**config.mk**
```make
export PLATFORM = sky130hd
export DESIGN_NAME = pin_edge_irq
export DESIGN_NICKNAME = d
export VERILOG_FILES = /design/src/rtl/pei_pkg.sv /design/src/rtl/pei_sync.sv /design/src/rtl/pei_edge.sv /design/src/rtl/pei_regs.sv /design/src/rtl/pin_edge_irq.sv
export SDC_FILE = /design/constraint.sdc
export NUM_CORES = 1
export LEC_CHECK = 0
export BUFFER_PORTS_ARGS = -buffer_cell sky130_fd_sc_hd__buf_2
export CORE_MARGIN = 5
export CORE_UTILIZATION = 35
export CTS_BUF_LIST = sky130_fd_sc_hd__clkbuf_4 sky130_fd_sc_hd__clkbuf_8 sky130_fd_sc_hd__clkbuf_16
export DETAILED_ROUTE_END_ITERATION = 6
export PLACE_DENSITY_LB_ADDON = 0.08
export SETUP_SLACK_MARGIN = 0.1
export SKIP_CTS_REPAIR_TIMING = 1
export SYNTH_ARGS = -nofsm -noshare
export SYNTH_HDL_FRONTEND = slang
export SYNTH_SLANG_ARGS = --single-unit
```
**constraint.sdc**
```tcl
create_clock -name clk -period 1.23 [get_ports clk]
set_input_delay 0.246 -clock clk [delete_from_list [all_inputs] [get_ports clk]]
set_output_delay 0.246 -clock clk [all_outputs]
set_load 0.01 [all_outputs]
```
**src/rtl/pei_pkg.sv**
```systemverilog
package pei_pkg;
  typedef enum logic {
    SEL_ENABLE = 1'b0,
    SEL_FLAG   = 1'b1
  } reg_sel_e;
endpackage

```
**src/rtl/pei_sync.sv**
```systemverilog
// Two-flop synchroniser per pin plus a previous-sample stage.
// samp_ok rises once all three stages hold post-reset samples.
module pei_sync #(
  parameter int NPIN = 4
) (
  input  logic            clk,
  input  logic            rst_n,
  input  logic [NPIN-1:0] pin_async,
  output logic [NPIN-1:0] cur,
  output logic [NPIN-1:0] prv,
  output logic            samp_ok
);
  localparam int WARM = 3;

  logic [NPIN-1:0] s1_q, s2_q, prv_q;
  logic [WARM-1:0] warm_q, warm_d;

  always_comb begin
    warm_d = {warm_q[WARM-2:0], 1'b1};
  end

  always_ff @(posedge clk or negedge rst_n) begin
    if (!rst_n) begin
      s1_q   <= '0;
      s2_q   <= '0;
      prv_q  <= '0;
      warm_q <= '0;
    end else begin
      s1_q   <= pin_async;
      s2_q   <= s1_q;
      prv_q  <= s2_q;
      warm_q <= warm_d;
    end
  end

  assign cur     = s2_q;
  assign prv     = prv_q;
  assign samp_ok = warm_q[WARM-1];
endmodule

```
**src/rtl/pei_edge.sv**
```systemverilog
// Per-pin qualified edge detect; the polarity is shared by all pins.
module pei_edge #(
  parameter int NPIN = 4
) (
  input  logic [NPIN-1:0] cur,
  input  logic [NPIN-1:0] prv,
  input  logic            samp_ok,
  input  logic            edge_pol,
  input  logic [NPIN-1:0] pin_dir,
  input  logic [NPIN-1:0] pin_analog,
  output logic [NPIN-1:0] edge_o
);
  for (genvar i = 0; i < NPIN; i++) begin : g_pin
    logic fall, rise, raw, eligible;
    always_comb begin
      fall     = prv[i] & ~cur[i];
      rise     = cur[i] & ~prv[i];
      raw      = edge_pol ? fall : rise;
      eligible = ~pin_dir[i] & ~pin_analog[i];
      edge_o[i] = samp_ok & eligible & raw;
    end
  end
endmodule

```
**src/rtl/pei_regs.sv**
```systemverilog
// Enable and flag registers with the clear-by-zero write rule.
module pei_regs #(
  parameter int NPIN = 4
) (
  input  logic            clk,
  input  logic            rst_n,
  input  logic            wr_en,
  input  logic            wr_flag,
  input  logic [NPIN-1:0] wdata,
  input  logic [NPIN-1:0] edge_i,
  output logic [NPIN-1:0] en_q,
  output logic [NPIN-1:0] flag_q
);
  logic [NPIN-1:0] en_d, flag_d, keep_mask;
  logic            en_ce;

  always_comb begin
    en_ce     = wr_en & ~wr_flag;
    en_d      = en_ce ? wdata : en_q;
    keep_mask = (wr_en & wr_flag) ? wdata : '1;
    flag_d    = (flag_q & keep_mask) | edge_i;
  end

  always_ff @(posedge clk or negedge rst_n) begin
    if (!rst_n) begin
      en_q   <= '0;
      flag_q <= '0;
    end else begin
      en_q   <= en_d;
      flag_q <= flag_d;
    end
  end

  // a flag only drops after a flag write carrying 0 in that bit
  assert_clear_by_write_R6: assert property (@(posedge clk) disable iff (!rst_n)
    ($past(flag_q) & ~flag_q & ~(($past(wr_en) && $past(wr_flag)) ? ~$past(wdata) : '0)) == '0);

  // a flag only rises after a detected edge in that bit
  assert_set_by_edge_R1: assert property (@(posedge clk) disable iff (!rst_n)
    (flag_q & ~$past(flag_q) & ~$past(edge_i)) == '0);

  // an edge always leaves its flag set, even against a clearing write
  assert_edge_wins_R10: assert property (@(posedge clk) disable iff (!rst_n)
    ($past(edge_i) & ~flag_q) == '0);

  // enable register holds unless written through the enable select
  assert_enable_hold_R6: assert property (@(posedge clk) disable iff (!rst_n)
    !($past(wr_en) && !$past(wr_flag)) |-> $stable(en_q));
endmodule

```
**src/rtl/pin_edge_irq.sv**
```systemverilog
module pin_edge_irq
  import pei_pkg::*;
#(
  parameter int NPIN = 4
) (
  input  logic            clk,
  input  logic            rst_n,
  input  logic [NPIN-1:0] pin_in,
  input  logic [NPIN-1:0] pin_dir,
  input  logic [NPIN-1:0] pin_analog,
  input  logic            edge_pol,
  input  logic            pull_en,
  input  logic            grp_en,
  input  logic            reg_wr,
  input  logic            reg_sel,
  input  logic [NPIN-1:0] reg_wdata,
  output logic [NPIN-1:0] reg_rdata,
  output logic [NPIN-1:0] pull_up,
  output logic [NPIN-1:0] pull_dn,
  output logic            irq_pend,
  output logic            irq_cpu
);
  localparam int RST_STAGES = 2;

  logic [RST_STAGES-1:0] rst_pipe_q;
  logic                  rst_s_n;
  logic [NPIN-1:0]       cur, prv, edge_w, en_q, flag_q, in_mask;
  logic                  samp_ok;
  reg_sel_e              sel;

  always_ff @(posedge clk or negedge rst_n) begin
    if (!rst_n) rst_pipe_q <= '0;
    else        rst_pipe_q <= {rst_pipe_q[RST_STAGES-2:0], 1'b1};
  end
  assign rst_s_n = rst_pipe_q[RST_STAGES-1];

  pei_sync #(.NPIN(NPIN)) sync_i (
    .clk(clk), .rst_n(rst_s_n), .pin_async(pin_in),
    .cur(cur), .prv(prv), .samp_ok(samp_ok)
  );

  pei_edge #(.NPIN(NPIN)) edge_i (
    .cur(cur), .prv(prv), .samp_ok(samp_ok), .edge_pol(edge_pol),
    .pin_dir(pin_dir), .pin_analog(pin_analog), .edge_o(edge_w)
  );

  always_comb sel = reg_sel_e'(reg_sel);

  pei_regs #(.NPIN(NPIN)) regs_i (
    .clk(clk), .rst_n(rst_s_n), .wr_en(reg_wr), .wr_flag(sel == SEL_FLAG),
    .wdata(reg_wdata), .edge_i(edge_w), .en_q(en_q), .flag_q(flag_q)
  );

  always_comb begin
    reg_rdata = (sel == SEL_FLAG) ? flag_q : en_q;
    in_mask   = ~pin_dir;
    pull_up   = (pull_en &  edge_pol) ? in_mask : '0;
    pull_dn   = (pull_en & ~edge_pol) ? in_mask : '0;
    irq_pend  = |(flag_q & en_q);
    irq_cpu   = irq_pend & grp_en;
  end

  // no flag rises on an output or analog pin
  assert_no_flag_excluded_R7: assert property (@(posedge clk) disable iff (!rst_s_n)
    (flag_q & ~$past(flag_q) & ($past(pin_dir) | $past(pin_analog))) == '0);

  // pull-up and pull-down never both on, and never on an output
  assert_pull_legal_R9: assert property (@(posedge clk) disable iff (!rst_s_n)
    ((pull_up & pull_dn) == '0) && (((pull_up | pull_dn) & pin_dir) == '0));

  // the CPU request needs the group enable
  assert_cpu_gated_R5: assert property (@(posedge clk) disable iff (!rst_s_n)
    irq_cpu |-> (grp_en && (flag_q & en_q) != '0));
endmodule

```
==> flow_summary.ini <==
[status]
status = finished, violations left
violations = negative setup slack

[sta]
slew_violations = 0
hold_viol_final = 0
fin_skew_ns = 0.00160
fin_crit_ns = 1.51
fmax_mhz = 661
fin_crit_sh = 1.23
fin_ws_ns = -0.282
setup_viol = 6
rsz0062_at_grt = true

[placed_design]
globalplace.congestion = 0.744
portBuffers = 36
place_hpwl_mm = 1.66
dp.cells = 158
post_dp_cell_area_um2 = 1220

[global_route]
grt_antenna_before_repair = 0
grt_pass1_wl_mm = 3.49
gr-total-overflow = 0
grt_pass1_vias = 823
grt_max_degree = 16
grt.total_usage = 0.110

[power_and_ir_drop]
power_leakage_uw = 0.000684
vdd_drop_max_v = 0.000717
power_per_cell_area_nw_per_um2 = 1200

[critical_path]
r2r_slack_ns = 0.31
cpPeakStageDelay_ns = 0.43
crit_path_top_delay_cell = dfrtp_1
reg2reg_to = regs_i.flag_q[2]
cp_cell_sequence = a22oi_2 -> nand2_1 -> and2_1 -> buf_2
timing.rr.start = sync_i.cur[2]
crit_fanout = 3
reg2regPathDepth = 3
cp.buffers_inverters = 1
cp_data_arrival_time_ns = 1.27
crit_type = reg2out
end_kind = output port
start_kind = register
critPathTopFamily = flip-flops
required_ns = 0.98

[logic_synthesis]
synth_seq_area_share = 0.627
synth_cell_type_count = 19
syn_avg_cell_area_um2 = 11.2
synth_area_um2 = 998
syn_inst = 89
ys_ff_latch = 25
synth_warnings = 0

[finish]
stdcell_area_um2 = 1330
multi_input_area_um2 = 379
final_common_cell = buf_2
fin_nets = 158
syn2layout_area_growth_pct = 33.1
num-fill-cells = 273
mostFrequentLayoutCells = 32 x buf_2, 25 x dfrtp_1, 19 x nand2_1
num_antenna_cells = 0
register_area_um2 = 626
fin_cells = 165
drive_gt1_frac = 0.440

[detailed_routing]
via_per_inst = 4.71
dr_total_vias = 777
post-route-drc-count = 0
wl_mm = 2.03
antenna_left = 0
drt_first_pass_iters = 2
wl_per_cell_um = 12.3
drt_iter0_markers = 6

[cts]
cts_root_buffer = clkbuf_4
cts_buffers = 3
h-tree-depth = 1
worstSkewPairLatency_ns = 0.31
cts.sinks = 25
clkTransAtPathRegs_ns = 0.13
cts_tree = built
cts_buffer_depth = 2

[hold_path]
holdPathEnd = sync_i.s1_q[3]
min_path_type = in2reg
min-delay-start = pin_in[3]
hold_depth = 1

[floorplan]
initial_core_util = 0.365
core-area_um2 = 2730
rows = 19
die_w_um = 63.4
ios = 37
die_area_um2 = 4020
chipHeight_um = 63.4

[job]
maxCapViolCount = 0
==> layout make-up <==
class | instances | share of cell area
Clock buffer | 3 | 0.0169
Clock inverter | 1 | 0.00565
Multi-Input combinational cell | 63 | 0.285
Sequential cell | 25 | 0.471
Tap cell | 31 | 0.0292
Timing Repair Buffer | 42 | 0.192
==> worst register-to-register path, delay by kind of cell, from the launching register on <==
family,cells,cell delay (ns)
AOI/OAI and AO/OA,2,0.21
DFF,1,0.44
and+or+nand+nor,1,0.17
==> metrics by stage <==
stage	total power, uW	hold WS (ns)	setup WS, ns	utilization	TNS [ns]
after floorplan	1080	-0.0496	0.127	-	0
after global placement	1180	0.0304	0.0676	0.448	0
after detailed placement	1190	0.0316	0.0531	0.448	0
after CTS	1560	-0.333	-0.324	0.459	-1.16
after global routing	1690	0.000173	-0.367	0.486	-1.44
final	1590	0.0260	-0.282	0.486	-1.06
==> power breakdown <==
part	switching, uW	internal (uW)	total, uW	leakage, uW
Sequential	51.1	884	935	0.000300
Clock	239	124	363	0.0000139
Combinational	132	162	294	0.000370
==> cell families (layout without fill, tap and decap cells) <==
kind of cell / after synthesis / after routing / synth area share
other: 1 / 2 / 0.00376
DFF: 25 / 25 / 0.627
muxes: 4 / 4 / 0.0451
buffers and inverters: 2 / 46 / 0.0188
and+or+nand+nor: 43 / 43 / 0.208
AOI/OAI and AO/OA: 14 / 14 / 0.0977
==> flip-flops by register name (all words and copies together) (netlist names) <==
| register | count |
|---|---|
| regs_i.flag_q | 4 |
| sync_i.prv | 4 |
| sync_i.warm_q | 3 |
| sync_i.s1_q | 4 |
| rst_pipe_q | 2 |
| sync_i.cur | 4 |
| regs_i.en_q | 4 |
==> routing by layer <==
layer,GRT usage,up-vias,wire length (um)
met1,0.112,362,744
met3,0.0426,4,193
li1,-,383,-
met5,0,-,0
met2,0.188,28,1060
met4,0.0623,0,28
==> how the worst max path moves through the flow <==
| stage | slack (ns) | end | start | cells after the start |
|---|---|---|---|---|
| floorplan | 0.13 | irq_cpu | regs_i.en_q[1] | 3 |
| global placement | 0.07 | irq_cpu | regs_i.en_q[1] | 4 |
| detailed placement | 0.05 | irq_cpu | regs_i.en_q[1] | 4 |
| CTS | -0.32 | irq_cpu | regs_i.en_q[1] | 4 |
| global route | -0.37 | irq_cpu | regs_i.flag_q[1] | 4 |
| finish | -0.28 | irq_cpu | regs_i.flag_q[2] | 4 |
==> Yosys cell counts, drive strengths merged <==
| cell | number | area (um2) |
|---|---|---|
| dfrtp | 25 | 626 |
| nand2 | 19 | 71.3 |
| nor2 | 15 | 56.3 |
| o21ai | 8 | 51.3 |
| a21oi | 4 | 31.3 |
| mux2 | 4 | 45.0 |
| and3b | 3 | 26.3 |
| a22oi | 2 | 15.0 |
| buf | 2 | 18.8 |
| nand2b | 2 | 12.5 |
| nor2b | 2 | 22.5 |
| and2 | 1 | 6.26 |
| conb | 1 | 3.75 |
| nor3b | 1 | 12.5 |
Note: power is estimated with default switching activity, not from simulation.
